**config.mk**
```make
export PLATFORM = sky130hd
export DESIGN_NAME = nco_clkgen
export DESIGN_NICKNAME = d
export VERILOG_FILES = /design/src/rtl/nco_pkg.sv /design/src/rtl/nco_word_stage.sv /design/src/rtl/nco_incr_map.sv /design/src/rtl/nco_phase_acc.sv /design/src/rtl/nco_clkgen.sv
export SDC_FILE = /design/constraint.sdc
export NUM_CORES = 1
export LEC_CHECK = 0
export BUFFER_PORTS_ARGS = -buffer_cell sky130_fd_sc_hd__buf_2
export CAP_MARGIN = 30
export CORE_MARGIN = 2
export CORE_UTILIZATION = 45
export CTS_BUF_LIST = sky130_fd_sc_hd__clkbuf_16
export DETAILED_ROUTE_END_ITERATION = 16
export GPL_TIMING_DRIVEN = 0
export SYNTH_ARGS = -nofsm -noshare
export SYNTH_HDL_FRONTEND = slang
export SYNTH_HIERARCHICAL = 1
export SYNTH_SLANG_ARGS = --single-unit
```
**constraint.sdc**
```tcl
create_clock -name clk -period 3.64 [get_ports clk]
set_input_delay 1.092 -clock clk [delete_from_list [all_inputs] [get_ports clk]]
set_output_delay 1.092 -clock clk [all_outputs]
set_load 0.1 [all_outputs]
```
**src/rtl/nco_pkg.sv**
```systemverilog
package nco_pkg;
  typedef enum logic {
    SEL_LOW  = 1'b0,
    SEL_HIGH = 1'b1
  } byte_sel_e;
endpackage

```
**src/rtl/nco_word_stage.sv**
```systemverilog
module nco_word_stage #(
  parameter int BYTE_W = 8,
  localparam int WORD_W = 2 * BYTE_W
) (
  input  logic              clk,
  input  logic              rst_n,
  input  logic              wr_hit,
  input  nco_pkg::byte_sel_e wr_sel,
  input  logic [BYTE_W-1:0] wr_data,
  output logic [WORD_W-1:0] word_o
);
  logic [BYTE_W-1:0] upper_q;
  logic [WORD_W-1:0] word_q;

  always_ff @(posedge clk or negedge rst_n) begin
    if (!rst_n) begin
      upper_q <= '0;
      word_q  <= '0;
    end else if (wr_hit) begin
      if (wr_sel == nco_pkg::SEL_HIGH) upper_q <= wr_data;
      else                             word_q  <= {upper_q, wr_data};
    end
  end

  assign word_o = word_q;
endmodule

```
**src/rtl/nco_incr_map.sv**
```systemverilog
module nco_incr_map #(
  parameter int WORD_W = 16
) (
  input  logic [WORD_W-1:0] word_i,
  output logic [WORD_W-1:0] incr_o
);
  always_comb begin
    if (word_i[WORD_W-1]) incr_o = (~word_i) + WORD_W'(1);
    else                  incr_o = word_i;
  end
endmodule

```
**src/rtl/nco_phase_acc.sv**
```systemverilog
module nco_phase_acc #(
  parameter int WORD_W = 16
) (
  input  logic              clk,
  input  logic              rst_n,
  input  logic              run,
  input  logic [WORD_W-1:0] incr,
  output logic [WORD_W-1:0] acc_o,
  output logic              out_o,
  output logic              tick_o
);
  logic [WORD_W-1:0] acc_q;
  logic [WORD_W-1:0] acc_nx;
  logic              tick_q;

  assign acc_nx = acc_q + incr;

  always_ff @(posedge clk or negedge rst_n) begin
    if (!rst_n) begin
      acc_q  <= '0;
      tick_q <= 1'b0;
    end else if (run) begin
      acc_q  <= acc_nx;
      tick_q <= ~acc_q[WORD_W-1] & acc_nx[WORD_W-1];
    end else begin
      acc_q  <= '0;
      tick_q <= 1'b0;
    end
  end

  assign acc_o  = acc_q;
  assign out_o  = acc_q[WORD_W-1];
  assign tick_o = tick_q;
endmodule

```
**src/rtl/nco_clkgen.sv**
```systemverilog
module nco_clkgen #(
  parameter int NUM_CH = 2,
  parameter int BYTE_W = 8,
  localparam int WORD_W = 2 * BYTE_W,
  localparam int CH_W = (NUM_CH > 1) ? $clog2(NUM_CH) : 1
) (
  input  logic              clk,
  input  logic              rst_n,
  input  logic [NUM_CH-1:0] start,
  input  logic              wr_en,
  input  logic [CH_W-1:0]   wr_ch,
  input  logic              wr_hi,
  input  logic [BYTE_W-1:0] wr_data,
  output logic [NUM_CH-1:0] nco_out,
  output logic [NUM_CH-1:0] nco_tick
);
  logic [NUM_CH*WORD_W-1:0] word_flat;
  logic [NUM_CH*WORD_W-1:0] incr_flat;
  logic [NUM_CH*WORD_W-1:0] acc_flat;
  nco_pkg::byte_sel_e       sel;

  assign sel = wr_hi ? nco_pkg::SEL_HIGH : nco_pkg::SEL_LOW;

  for (genvar c = 0; c < NUM_CH; c++) begin : g_ch
    logic hit;
    assign hit = wr_en && (wr_ch == CH_W'(c));

    nco_word_stage #(.BYTE_W(BYTE_W)) u_stage (
      .clk    (clk),
      .rst_n  (rst_n),
      .wr_hit (hit),
      .wr_sel (sel),
      .wr_data(wr_data),
      .word_o (word_flat[c*WORD_W +: WORD_W])
    );

    nco_incr_map #(.WORD_W(WORD_W)) u_map (
      .word_i(word_flat[c*WORD_W +: WORD_W]),
      .incr_o(incr_flat[c*WORD_W +: WORD_W])
    );

    nco_phase_acc #(.WORD_W(WORD_W)) u_acc (
      .clk   (clk),
      .rst_n (rst_n),
      .run   (start[c]),
      .incr  (incr_flat[c*WORD_W +: WORD_W]),
      .acc_o (acc_flat[c*WORD_W +: WORD_W]),
      .out_o (nco_out[c]),
      .tick_o(nco_tick[c])
    );
  end
endmodule

```
==> qor.txt, run 1 <==
largest net degree at the start of global routing: 52
DP HPWL: 7600 um
IO Pins: 19
chip height: 112 um
number of antenna violations at the first check in global routing: 0
Final Hold Fails: 0
setup repair after global routing missed its margin: no
first-pass detailed-route iteration total: 5
P_sw: 2070 uW
drt drc: 0
relative contribution of sequential cells to total power: 0.275
setup violators final: 0
transition time at the pin with the least slew margin: 0.594 ns
Buffers on Ports: 18
aggregate global-route resource usage: 0.183
number of core rows: 39
Floorplan Core Area: 0.0114 mm^2
vias after detailed routing: 3720
reg-to-reg endpoint: g_ch[1].u_acc/acc_o[14]
Yosys warning total: 6
Sum Neg Setup Slack: 0 ns
x dimension of the die: 112 um
number of buffers added to fix hold violations after cts: 0
number of buffers inserted during clock tree synthesis: 9
netlist area before placement: 0.00526 mm^2
highest ir drop seen on vdd: 0.304 mV
peak clock frequency supported by timing: 304 MHz
final worst slack: 0.346 ns
clock slew at the register clock pins of the worst setup and hold paths: 0.06 ns
hold path startpoint: g_ch[1].u_stage/upper_q[4]
maximum fanout along the worst path: 6
final critical-path required period: 3.29 ns
Worst Hold Margin: 0.502 ns
final estimated routing congestion in global placement: 0.845
number of nets still failing antenna checks after routing: 0
number of global-route vias before repair: 3788
post-detailed-route via-to-cell ratio: 5.57
TritonCTS clock tree: done
global-route wire length before repair: 18600 um
post-CTS repair timing setup buffer count: 0
synthesized net count: 541
HP Class: reg2reg
combinational fraction of design power: 0.567
Power per Cell Area: 858 mW/mm^2
max-slew headroom at the worst pin: 0.600
Final #Nets: 571
Critical Path End Type: flip-flop
clock sink total: 82
CTS Buffer Depth: 2
fillcell total: 1062
Final Cell Area: 0.00581 mm^2
Int Pwr: 2910 uW
Final Slew Violations: 0
path type of the worst setup path: reg2reg
total power: 4980 uW
worst reg-to-reg path cell count: 12
dpl cell area: 0.00556 mm^2
register-to-register setup slack: 0.35 ns
total grt overflow: 0
fraction of final layout cells sized beyond drive strength 1: 0.232
number of maximum-capacitance constraint violations: 0
clock latency on the worst-skew pair: 0.33 ns
PostCTS Resize Cnt: 0
arrival time of data at the critical path endpoint: 3.54 ns
overall die area: 0.0126 mm^2
Pleak: 0.00264 uW
Hold Path Sink: g_ch[1].u_stage/word_o[12]
share of the clock period used by the worst path: 0.905
number of instances in the synthesized netlist: 492
worst setup skew after layout: 0.00520 ns
proportion of power drawn by the clock network: 0.158
H-tree depth: 3
effective utilization at floorplan: 0.461
switching share of total power: 0.416
iteration-0 DRC count of the detailed router: 248
Area Growth Syn to Fin: 10.4%
Post-Route WL: 10300 um
launching element type of the critical path: flip-flop
number of antenna diodes: 0
average wire per standard cell: 15.4 um
Worst Setup Slack post-DPL: 0.370 ns
Mean Syn Cell Area: 10.7 um^2
data required time at the worst endpoint: 3.89 ns
root buffer selected by CTS: clkbuf_16
Reg-to-Reg Start: g_ch[1].u_stage/word_o[1]
worst hold path stage count: 1
run status: finished clean
## per-stage QoR
stage,utilization,instances
floorplan,-,492
global placement,0.484,653
detailed placement,0.487,654
CTS,0.509,668
global route,0.509,668
finish,0.509,668
## power by group through the flow
stage | combinational (uW) | sequential [uW] | clock [uW]
detailed placement | 2810 | 1390 | 0
floorplan | 2290 | 1410 | 0
global placement | 2760 | 1370 | 0
global route | 3200 | 1410 | 861
CTS | 2830 | 1370 | 814
finish | 2830 | 1370 | 788
## worst max path at each step
stage                                         start                      end  slack [ns]  depth (start not counted)
after floorplan           g_ch[0].u_stage/word_o[0]  g_ch[0].u_acc/acc_o[15]        0.72                         13
after global placement    g_ch[0].u_stage/word_o[0]  g_ch[0].u_acc/acc_o[14]        0.43                         12
after detailed placement  g_ch[0].u_stage/word_o[1]  g_ch[0].u_acc/acc_o[14]        0.37                         12
after CTS                 g_ch[0].u_stage/word_o[1]  g_ch[0].u_acc/acc_o[14]        0.34                         12
after global routing      g_ch[1].u_stage/word_o[0]  g_ch[1].u_acc/acc_o[14]        0.04                         12
final                     g_ch[1].u_stage/word_o[1]  g_ch[1].u_acc/acc_o[14]        0.35                         12
## registers in the layout, indices dropped and copies added, names as in the netlist
register and count:
g_ch.u_stage/word_o 32, g_ch.u_stage/upper_q 16, g_ch.u_acc/tick_o 2, g_ch.u_acc/acc_o 32
## placed cells by master, fill, tap and decap left out, types with 4 or more instances in the layout
| master | instances |
|---|---|
| or2_2 | 4 |
| clkbuf_1 | 12 |
| o21ai_0 | 17 |
| nor3_1 | 10 |
| o21a_1 | 4 |
| clkbuf_16 | 9 |
| nor2_1 | 18 |
| ha_1 | 32 |
| nand2_1 | 42 |
| buf_6 | 6 |
| mux2_2 | 28 |
| or4_1 | 4 |
| o21ai_1 | 5 |
| mux2i_1 | 4 |
| a21oi_1 | 30 |
| a21o_1 | 12 |
| o31ai_1 | 8 |
| xnor2_1 | 36 |
| a211oi_1 | 4 |
| a31oi_1 | 4 |
| dfrtp_1 | 82 |
| mux2_4 | 20 |
| a21oi_2 | 4 |
| nand3_1 | 6 |
| and2_1 | 4 |
| nand2b_1 | 8 |
| nor4_1 | 4 |
| buf_2 | 19 |
| o41ai_2 | 8 |
| inv_1 | 18 |
| or3_1 | 6 |
## per-layer routing
metal	up-vias	track usage	routed length, um
li1	1829	-	-
met1	1821	0.280	5400
met2	62	0.266	4440
met3	8	0.0329	378
met4	0	0.0528	92
met5	-	0	0
## cell type report
type | count | area [um^2] | area share
Clock buffer | 9 | 225 | 0.0388
Tap cell | 143 | 179 | 0.0308
Multi-Input combinational cell | 370 | 3000 | 0.517
Inverter | 18 | 67.6 | 0.0116
Clock inverter | 5 | 23.8 | 0.00409
Sequential cell | 82 | 2050 | 0.353
Buffer | 22 | 138 | 0.0237
Timing Repair Buffer | 19 | 120 | 0.0207
## worst max-delay path: stages (launching register included)
cell and delay [ns]:
dfrtp_1 0.40, inv_1 0.08, ha_1 0.15, or3b_1 0.34
clkbuf_1 0.20, o41ai_1 0.41, xnor2_1 0.12, ha_1 0.36
nand2_1 0.09, o21ai_0 0.49, o31ai_4 0.12, a31oi_1 0.24
mux2i_1 0.21
Note: power is estimated with default switching activity, not from simulation.
==> inputs of run 2 (changes only) <==
--- a/config.mk
+++ b/config.mk
@@ -5,12 +5,12 @@
 export SDC_FILE = /design/constraint.sdc
 export NUM_CORES = 1
 export LEC_CHECK = 0
-export BUFFER_PORTS_ARGS = -buffer_cell sky130_fd_sc_hd__buf_2
 export CAP_MARGIN = 30
 export CORE_MARGIN = 2
 export CORE_UTILIZATION = 45
 export CTS_BUF_LIST = sky130_fd_sc_hd__clkbuf_16
 export DETAILED_ROUTE_END_ITERATION = 16
+export DONT_BUFFER_PORTS = 1
 export GPL_TIMING_DRIVEN = 0
 export SYNTH_ARGS = -nofsm -noshare
 export SYNTH_HDL_FRONTEND = slang
==> run 2 against run 1 <==
  * Worst hold slack got worse by 0.057 ns
  * Clock power up 12%
  * Largest cell class unchanged
  * Routed wire length up 1.3%
  * Critical endpoint is now g_ch[0].u_acc/acc_o[14]
  * Worst setup slack gained 0.0059 ns
  * Utilization is 0.75 points lower
  * Cell count fell by 2.7%
==> qor.txt, run 2 (synthesis gave the netlist of run 1 again) <==
Area Growth Syn to Fin: 8.80% (was 10.4%)
Final #Nets: 552 (was 571)
root buffer selected by CTS: clkbuf_16 (unchanged)
share of the clock period used by the worst path: 0.903 (was 0.905)
TritonCTS clock tree: done (unchanged)
post-detailed-route via-to-cell ratio: 5.61 (was 5.57)
x dimension of the die: 112 um (unchanged)
standard cell with the maximum stage delay on the critical path: o21ai_0 (unchanged)
aggregate global-route resource usage: 0.179 (was 0.183)
Final Slew Violations: 0 (unchanged)
Worst setup startpoint: g_ch[0].u_stage/word_o[0] (was g_ch[1].u_stage/word_o[1])
cell repeated most along the worst path: ha_1 (unchanged)
chip height: 112 um (unchanged)
setup violators final: 0 (unchanged)
first-pass detailed-route iteration total: 4 (was 5)
post-CTS repair timing setup buffer count: 0 (unchanged)
total grt overflow: 0 (unchanged)
clock sink total: 82 (unchanged)
number of maximum-capacitance constraint violations: 0 (unchanged)
Worst Setup Slack post-DPL: 0.332 ns (was 0.370 ns)
H-tree depth: 3 (unchanged)
vias after detailed routing: 3648 (was 3720)
number of global-route vias before repair: 3641 (was 3788)
number of antenna diodes: 0 (unchanged)
Critical Path End Type: flip-flop (unchanged)
kind of cell adding the most delay to the critical path: compound AO/OA/AOI/OAI gates (unchanged)
drt drc: 0 (unchanged)
number of core rows: 39 (unchanged)
delay contributed by the slowest stage of the critical path: 0.47 ns (was 0.49 ns)
final worst slack: 0.352 ns (was 0.346 ns)
Final Hold Fails: 0 (unchanged)
largest net degree at the start of global routing: 83 (was 52)
final critical-path required period: 3.29 ns (about the same)
final estimated routing congestion in global placement: 0.845 (about the same)
Pleak: 0.00257 uW (was 0.00264 uW)
worst reg-to-reg path cell count: 12 (unchanged)
Power per Cell Area: 881 mW/mm^2 (was 858 mW/mm^2)
Post-Route WL: 10500 um (was 10300 um)
data required time at the worst endpoint: 3.90 ns (was 3.89 ns)
setup repair after global routing missed its margin: no (unchanged)
clock latency on the worst-skew pair: 0.34 ns (was 0.33 ns)
fraction of final layout cells sized beyond drive strength 1: 0.209 (was 0.232)
PostCTS Resize Cnt: 0 (unchanged)
Worst Hold Margin: 0.445 ns (was 0.502 ns)
HP Class: in2async (was reg2reg)
clock slew at the register clock pins of the worst setup and hold paths: 0.06 ns (about the same)
DP HPWL: 7540 um (was 7600 um)
ordered list of cells on the worst path: inv_1, ha_1, or3b_1, clkbuf_1, o41ai_1, xnor2_1, ha_1, nand2_1, o21ai_0, o31ai_4, a31oi_1, mux2i_1 (unchanged)
iteration-0 DRC count of the detailed router: 185 (was 248)
buffers plus inverters on the worst setup path: 2 (unchanged)
Reg-to-Reg Start: g_ch[0].u_stage/word_o[0] (was g_ch[1].u_stage/word_o[1])
register-to-register setup slack: 0.35 ns (about the same)
effective utilization at floorplan: 0.461 (unchanged)
maximum fanout along the worst path: 6 (unchanged)
launching element type of the critical path: flip-flop (unchanged)
top library cells by usage in the layout, fill and taps aside: 82 x dfrtp_1, 42 x nand2_1, 36 x xnor2_1 (unchanged)
peak clock frequency supported by timing: 304 MHz (about the same)
transition time at the pin with the least slew margin: 0.930 ns (was 0.594 ns)
max-slew headroom at the worst pin: 0.380 (was 0.600)
number of buffers inserted during clock tree synthesis: 9 (unchanged)
number of buffers added to fix hold violations after cts: 0 (unchanged)
Buffers on Ports: 0 (was 18)
arrival time of data at the critical path endpoint: 3.55 ns (was 3.54 ns)
Sum Neg Setup Slack: 0 ns (unchanged)
number of antenna violations at the first check in global routing: 0 (unchanged)
placed cell count: 635 (was 654)
worst setup path endpoint: g_ch[0].u_acc/acc_o[14] (was g_ch[1].u_acc/acc_o[14])
run status: finished clean (unchanged)
CTS Buffer Depth: 2 (unchanged)
global-route wire length before repair: 18200 um (was 18600 um)
average wire per standard cell: 16.1 um (was 15.4 um)
number of nets still failing antenna checks after routing: 0 (unchanged)
number of gates on the worst path with buffers counted: 12 (unchanged)
Util after Layout: 0.501 (was 0.509)
path type of the worst setup path: reg2reg (unchanged)
worst setup skew after layout: 0.00280 ns (was 0.00520 ns)
overall die area: 0.0126 mm^2 (unchanged)
count of non-filler cells in the finished layout: 650 (was 668)
reg-to-reg endpoint: g_ch[0].u_acc/acc_o[14] (was g_ch[1].u_acc/acc_o[14])
highest ir drop seen on vdd: 0.347 mV (was 0.304 mV)
most common cell after layout, fill and taps aside: dfrtp_1 (unchanged)
IO Pins: 19 (unchanged)
Floorplan Core Area: 0.0114 mm^2 (unchanged)
-- run 2: final cells by class --
type / instances / area, um^2
clock inverter: 6 / 58.8
fill: 1079 / 5700
buffer: 22 / 138
tap: 143 / 179
sequential: 82 / 2050
inverter: 18 / 67.6
multi-input combinational: 370 / 3000
clock buffer: 9 / 225
-- run 2: per-layer routing --
metal	vias to the layer above	wire length (um)	GRT usage
li1	1799	-	-
met1	1770	5390	0.259
met2	67	4480	0.267
met3	12	393	0.0351
met4	0	191	0.0691
met5	-	0	0
-- run 2: worst min-delay path by stage --
stage / from / end / slack, ns / cells past startpoint
after detailed placement: g_ch[1].u_stage/upper_q[5] / g_ch[1].u_stage/word_o[13] / 0.49 / 1
after global placement: g_ch[0].u_stage/upper_q[3] / g_ch[0].u_stage/word_o[11] / 0.48 / 1
after global routing: rst_n / g_ch[0].u_acc/acc_o[1] / 0.43 / 0
after floorplan: g_ch[0].u_stage/upper_q[7] / g_ch[0].u_stage/word_o[15] / 0.47 / 1
final: rst_n / g_ch[0].u_acc/acc_o[1] / 0.44 / 0
after CTS: rst_n / g_ch[0].u_acc/acc_o[1] / 0.43 / 0
-- run 2: power breakdown --
| group | total [uW] | internal [uW] | switching [uW] |
|---|---|---|---|
| Sequential | 1460 | 1180 | 276 |
| Combinational | 2700 | 1260 | 1430 |
| Clock | 882 | 522 | 360 |
| Total | 5040 | 2970 | 2070 |
-- run 2: per-stage QoR --
stage,power (uW),area (um^2)
finish,5040,5720
global route,5490,5720
CTS,5070,5720
detailed placement,4160,5440
global placement,4090,5440
floorplan,3710,5260
==> inputs of run 3 (changes only) <==
--- a/config.mk
+++ b/config.mk
@@ -8,10 +8,9 @@
 export CAP_MARGIN = 30
 export CORE_MARGIN = 2
 export CORE_UTILIZATION = 45
-export CTS_BUF_LIST = sky130_fd_sc_hd__clkbuf_16
+export CTS_CLUSTER_SIZE = 20
 export DETAILED_ROUTE_END_ITERATION = 16
 export DONT_BUFFER_PORTS = 1
-export GPL_TIMING_DRIVEN = 0
 export SYNTH_ARGS = -nofsm -noshare
 export SYNTH_HDL_FRONTEND = slang
 export SYNTH_HIERARCHICAL = 1
==> run 3 against run 2 <==
  * Flip-flop and latch count stayed put
  * Critical path type unchanged
  * Sequential share of layout area rose by 0.74 points
  * Sequential power barely moved
  * Worst setup slack better by 0.035 ns
  * Critical path depth fell by 2
  * Critical endpoint is now g_ch[1].u_acc/acc_o[15]
==> qor.txt, run 3 (synthesis gave the netlist of run 1 again) <==
highest ir drop seen on vdd: 0.287 mV (was 0.347 mV)
ordered list of cells on the worst path: or4_1, o41ai_2, xnor2_1, ha_1, a21oi_1, o21ai_0, o21ai_0, o31a_1, and4_4, or2_1 (was inv_1, ha_1, or3b_1, clkbuf_1, o41ai_1, xnor2_1, ha_1, nand2_1, o21ai_0, o31ai_4, a31oi_1, mux2i_1)
post-detailed-route via-to-cell ratio: 5.73 (was 5.61)
delay contributed by the slowest stage of the critical path: 0.69 ns (was 0.47 ns)
drt drc: 0 (unchanged)
PostCTS Resize Cnt: 0 (unchanged)
global-route wire length before repair: 17600 um (was 18200 um)
final critical-path required period: 3.25 ns (was 3.29 ns)
H-tree depth: 3 (unchanged)
Final Cell Area: 0.00561 mm^2 (was 0.00572 mm^2)
peak clock frequency supported by timing: 307 MHz (was 304 MHz)
max-slew headroom at the worst pin: 0.379 (was 0.380)
transition time at the pin with the least slew margin: 0.932 ns (was 0.930 ns)
data required time at the worst endpoint: 3.86 ns (was 3.90 ns)
number of antenna violations at the first check in global routing: 0 (unchanged)
Int Pwr: 2990 uW (was 2970 uW)
register-to-register setup slack: 0.39 ns (was 0.35 ns)
buffers plus inverters on the worst setup path: 0 (was 2)
standard cell with the maximum stage delay on the critical path: or4_1 (was o21ai_0)
most common cell after layout, fill and taps aside: dfrtp_1 (unchanged)
Final #Nets: 530 (was 552)
proportion of power drawn by the clock network: 0.188 (was 0.175)
Critical Path End Type: flip-flop (unchanged)
maximum fanout along the worst path: 6 (unchanged)
Pleak: 0.00251 uW (was 0.00257 uW)
final estimated routing congestion in global placement: 0.823 (was 0.845)
Buffers on Ports: 0 (unchanged)
effective utilization at floorplan: 0.461 (unchanged)
cell repeated most along the worst path: o21ai_0 (was ha_1)
number of core rows: 39 (unchanged)
launching element type of the critical path: flip-flop (unchanged)
TritonCTS clock tree: done (unchanged)
chip height: 112 um (unchanged)
Floorplan Core Area: 0.0114 mm^2 (unchanged)
combinational fraction of design power: 0.518 (was 0.535)
overall die area: 0.0126 mm^2 (unchanged)
iteration-0 DRC count of the detailed router: 172 (was 185)
Util after Layout: 0.491 (was 0.501)
Area Growth Syn to Fin: 6.61% (was 8.80%)
top library cells by usage in the layout, fill and taps aside: 82 x dfrtp_1, 42 x nand2_1, 36 x xnor2_1 (unchanged)
number of maximum-capacitance constraint violations: 0 (unchanged)
number of global-route vias before repair: 3571 (was 3641)
P_sw: 2040 uW (was 2070 uW)
run status: finished clean (unchanged)
average wire per standard cell: 16.1 um (about the same)
Worst Hold Margin: 0.451 ns (was 0.445 ns)
clock sink total: 82 (unchanged)
worst reg-to-reg path cell count: 10 (was 12)
root buffer selected by CTS: clkbuf_16 (unchanged)
Worst setup startpoint: g_ch[1].u_stage/word_o[8] (was g_ch[0].u_stage/word_o[0])
HP Class: in2async (unchanged)
CTS Buffer Depth: 2 (unchanged)
vias after detailed routing: 3591 (was 3648)
FF+latch area: 0.00205 mm^2 (unchanged)
fraction of final layout cells sized beyond drive strength 1: 0.198 (was 0.209)
clock latency on the worst-skew pair: 0.33 ns (was 0.34 ns)
Post-Route WL: 10100 um (was 10500 um)
Power per Cell Area: 899 mW/mm^2 (was 881 mW/mm^2)
setup violators final: 0 (unchanged)
worst setup skew after layout: 0.00451 ns (was 0.00280 ns)
arrival time of data at the critical path endpoint: 3.47 ns (was 3.55 ns)
aggregate global-route resource usage: 0.173 (was 0.179)
relative contribution of sequential cells to total power: 0.294 (was 0.290)
kind of cell adding the most delay to the critical path: compound AO/OA/AOI/OAI gates (unchanged)
number of buffers added to fix hold violations after cts: 0 (unchanged)
number of antenna diodes: 0 (unchanged)
largest net degree at the start of global routing: 83 (unchanged)
share of the clock period used by the worst path: 0.894 (was 0.903)
clock slew at the register clock pins of the worst setup and hold paths: 0.06 ns (about the same)
IO Pins: 19 (unchanged)
x dimension of the die: 112 um (unchanged)
fillcell total: 1082 (was 1079)
Sum Neg Setup Slack: 0 ns (unchanged)
setup repair after global routing missed its margin: no (unchanged)
Reg-to-Reg Start: g_ch[1].u_stage/word_o[8] (was g_ch[0].u_stage/word_o[0])
count of non-filler cells in the finished layout: 627 (was 650)
switching share of total power: 0.406 (was 0.411)
path type of the worst setup path: reg2reg (unchanged)
Final Hold Fails: 0 (unchanged)
total grt overflow: 0 (unchanged)
first-pass detailed-route iteration total: 5 (was 4)
dpl cell area: 0.00530 mm^2 (was 0.00544 mm^2)
number of nets still failing antenna checks after routing: 0 (unchanged)
number of buffers inserted during clock tree synthesis: 9 (unchanged)
Final Slew Violations: 0 (unchanged)
number of gates on the worst path with buffers counted: 10 (was 12)
post-CTS repair timing setup buffer count: 0 (unchanged)
placed cell count: 613 (was 635)
DP HPWL: 7340 um (was 7540 um)
area of the multi-input gates: 0.00300 mm^2 (unchanged)
run 3: changes by cell type in the layout (fill, tap and decap cells not counted), sizes merged:
cell / delta
bufinv: +1
clkbuf: -12
clkinv: -1
clkinvlp: -1
buf: -10
run 3: metrics by stage:
step / total power, uW / worst slack, ns
floorplan: 3710 / 0.722
global placement: 4030 / 0.469
detailed placement: 4100 / 0.398
CTS: 5080 / 0.387
global route: 5490 / 0.131
finish: 5040 / 0.387
run 3: power by group through the flow:
stage                     Clock (uW)  Sequential (uW)  Combinational, uW
after floorplan                    0             1410               2290
after global placement             0             1490               2550
after detailed placement           0             1500               2600
after CTS                        972             1480               2620
after global routing            1020             1520               2950
final                            946             1480               2610
run 3: worst reg2reg max path: cells and delay by family (launching register included):
family	cells	cell delay, ns
AO/OA/AOI/OAI	5	1.10
adder cells (fa/ha/maj)	1	0.32
AND/OR/NAND/NOR	3	1.08
XOR/XNOR	1	0.22
flip-flops	1	0.42
run 3: final timing paths:
path,endpoint
setup / recovery,g_ch[1].u_acc/acc_o[15]
hold / removal,g_ch[0].u_acc/acc_o[1]
setup reg to reg,g_ch[1].u_acc/acc_o[15]
hold reg to reg,g_ch[1].u_stage/word_o[14]
max in group asynchronous,g_ch[0].u_acc/acc_o[12]
min in group clk,g_ch[1].u_stage/word_o[14]
run 3: per-layer routing:
metal	GRT usage	part of all wire	up-vias	wire [um]
met4	0.0732	0.017	0	174
li1	-	-	1760	-
met5	0	0	-	0
met3	0.0356	0.039	11	388
met1	0.256	0.51	1775	5160
met2	0.246	0.43	45	4350
run 3: layout make-up:
class,instances,share of cell area
Clock buffer,9,0.0402
Tap cell,143,0.0319
Clock inverter,5,0.0145
Inverter,18,0.0121
Sequential cell,82,0.366
Multi-Input combinational cell,370,0.535
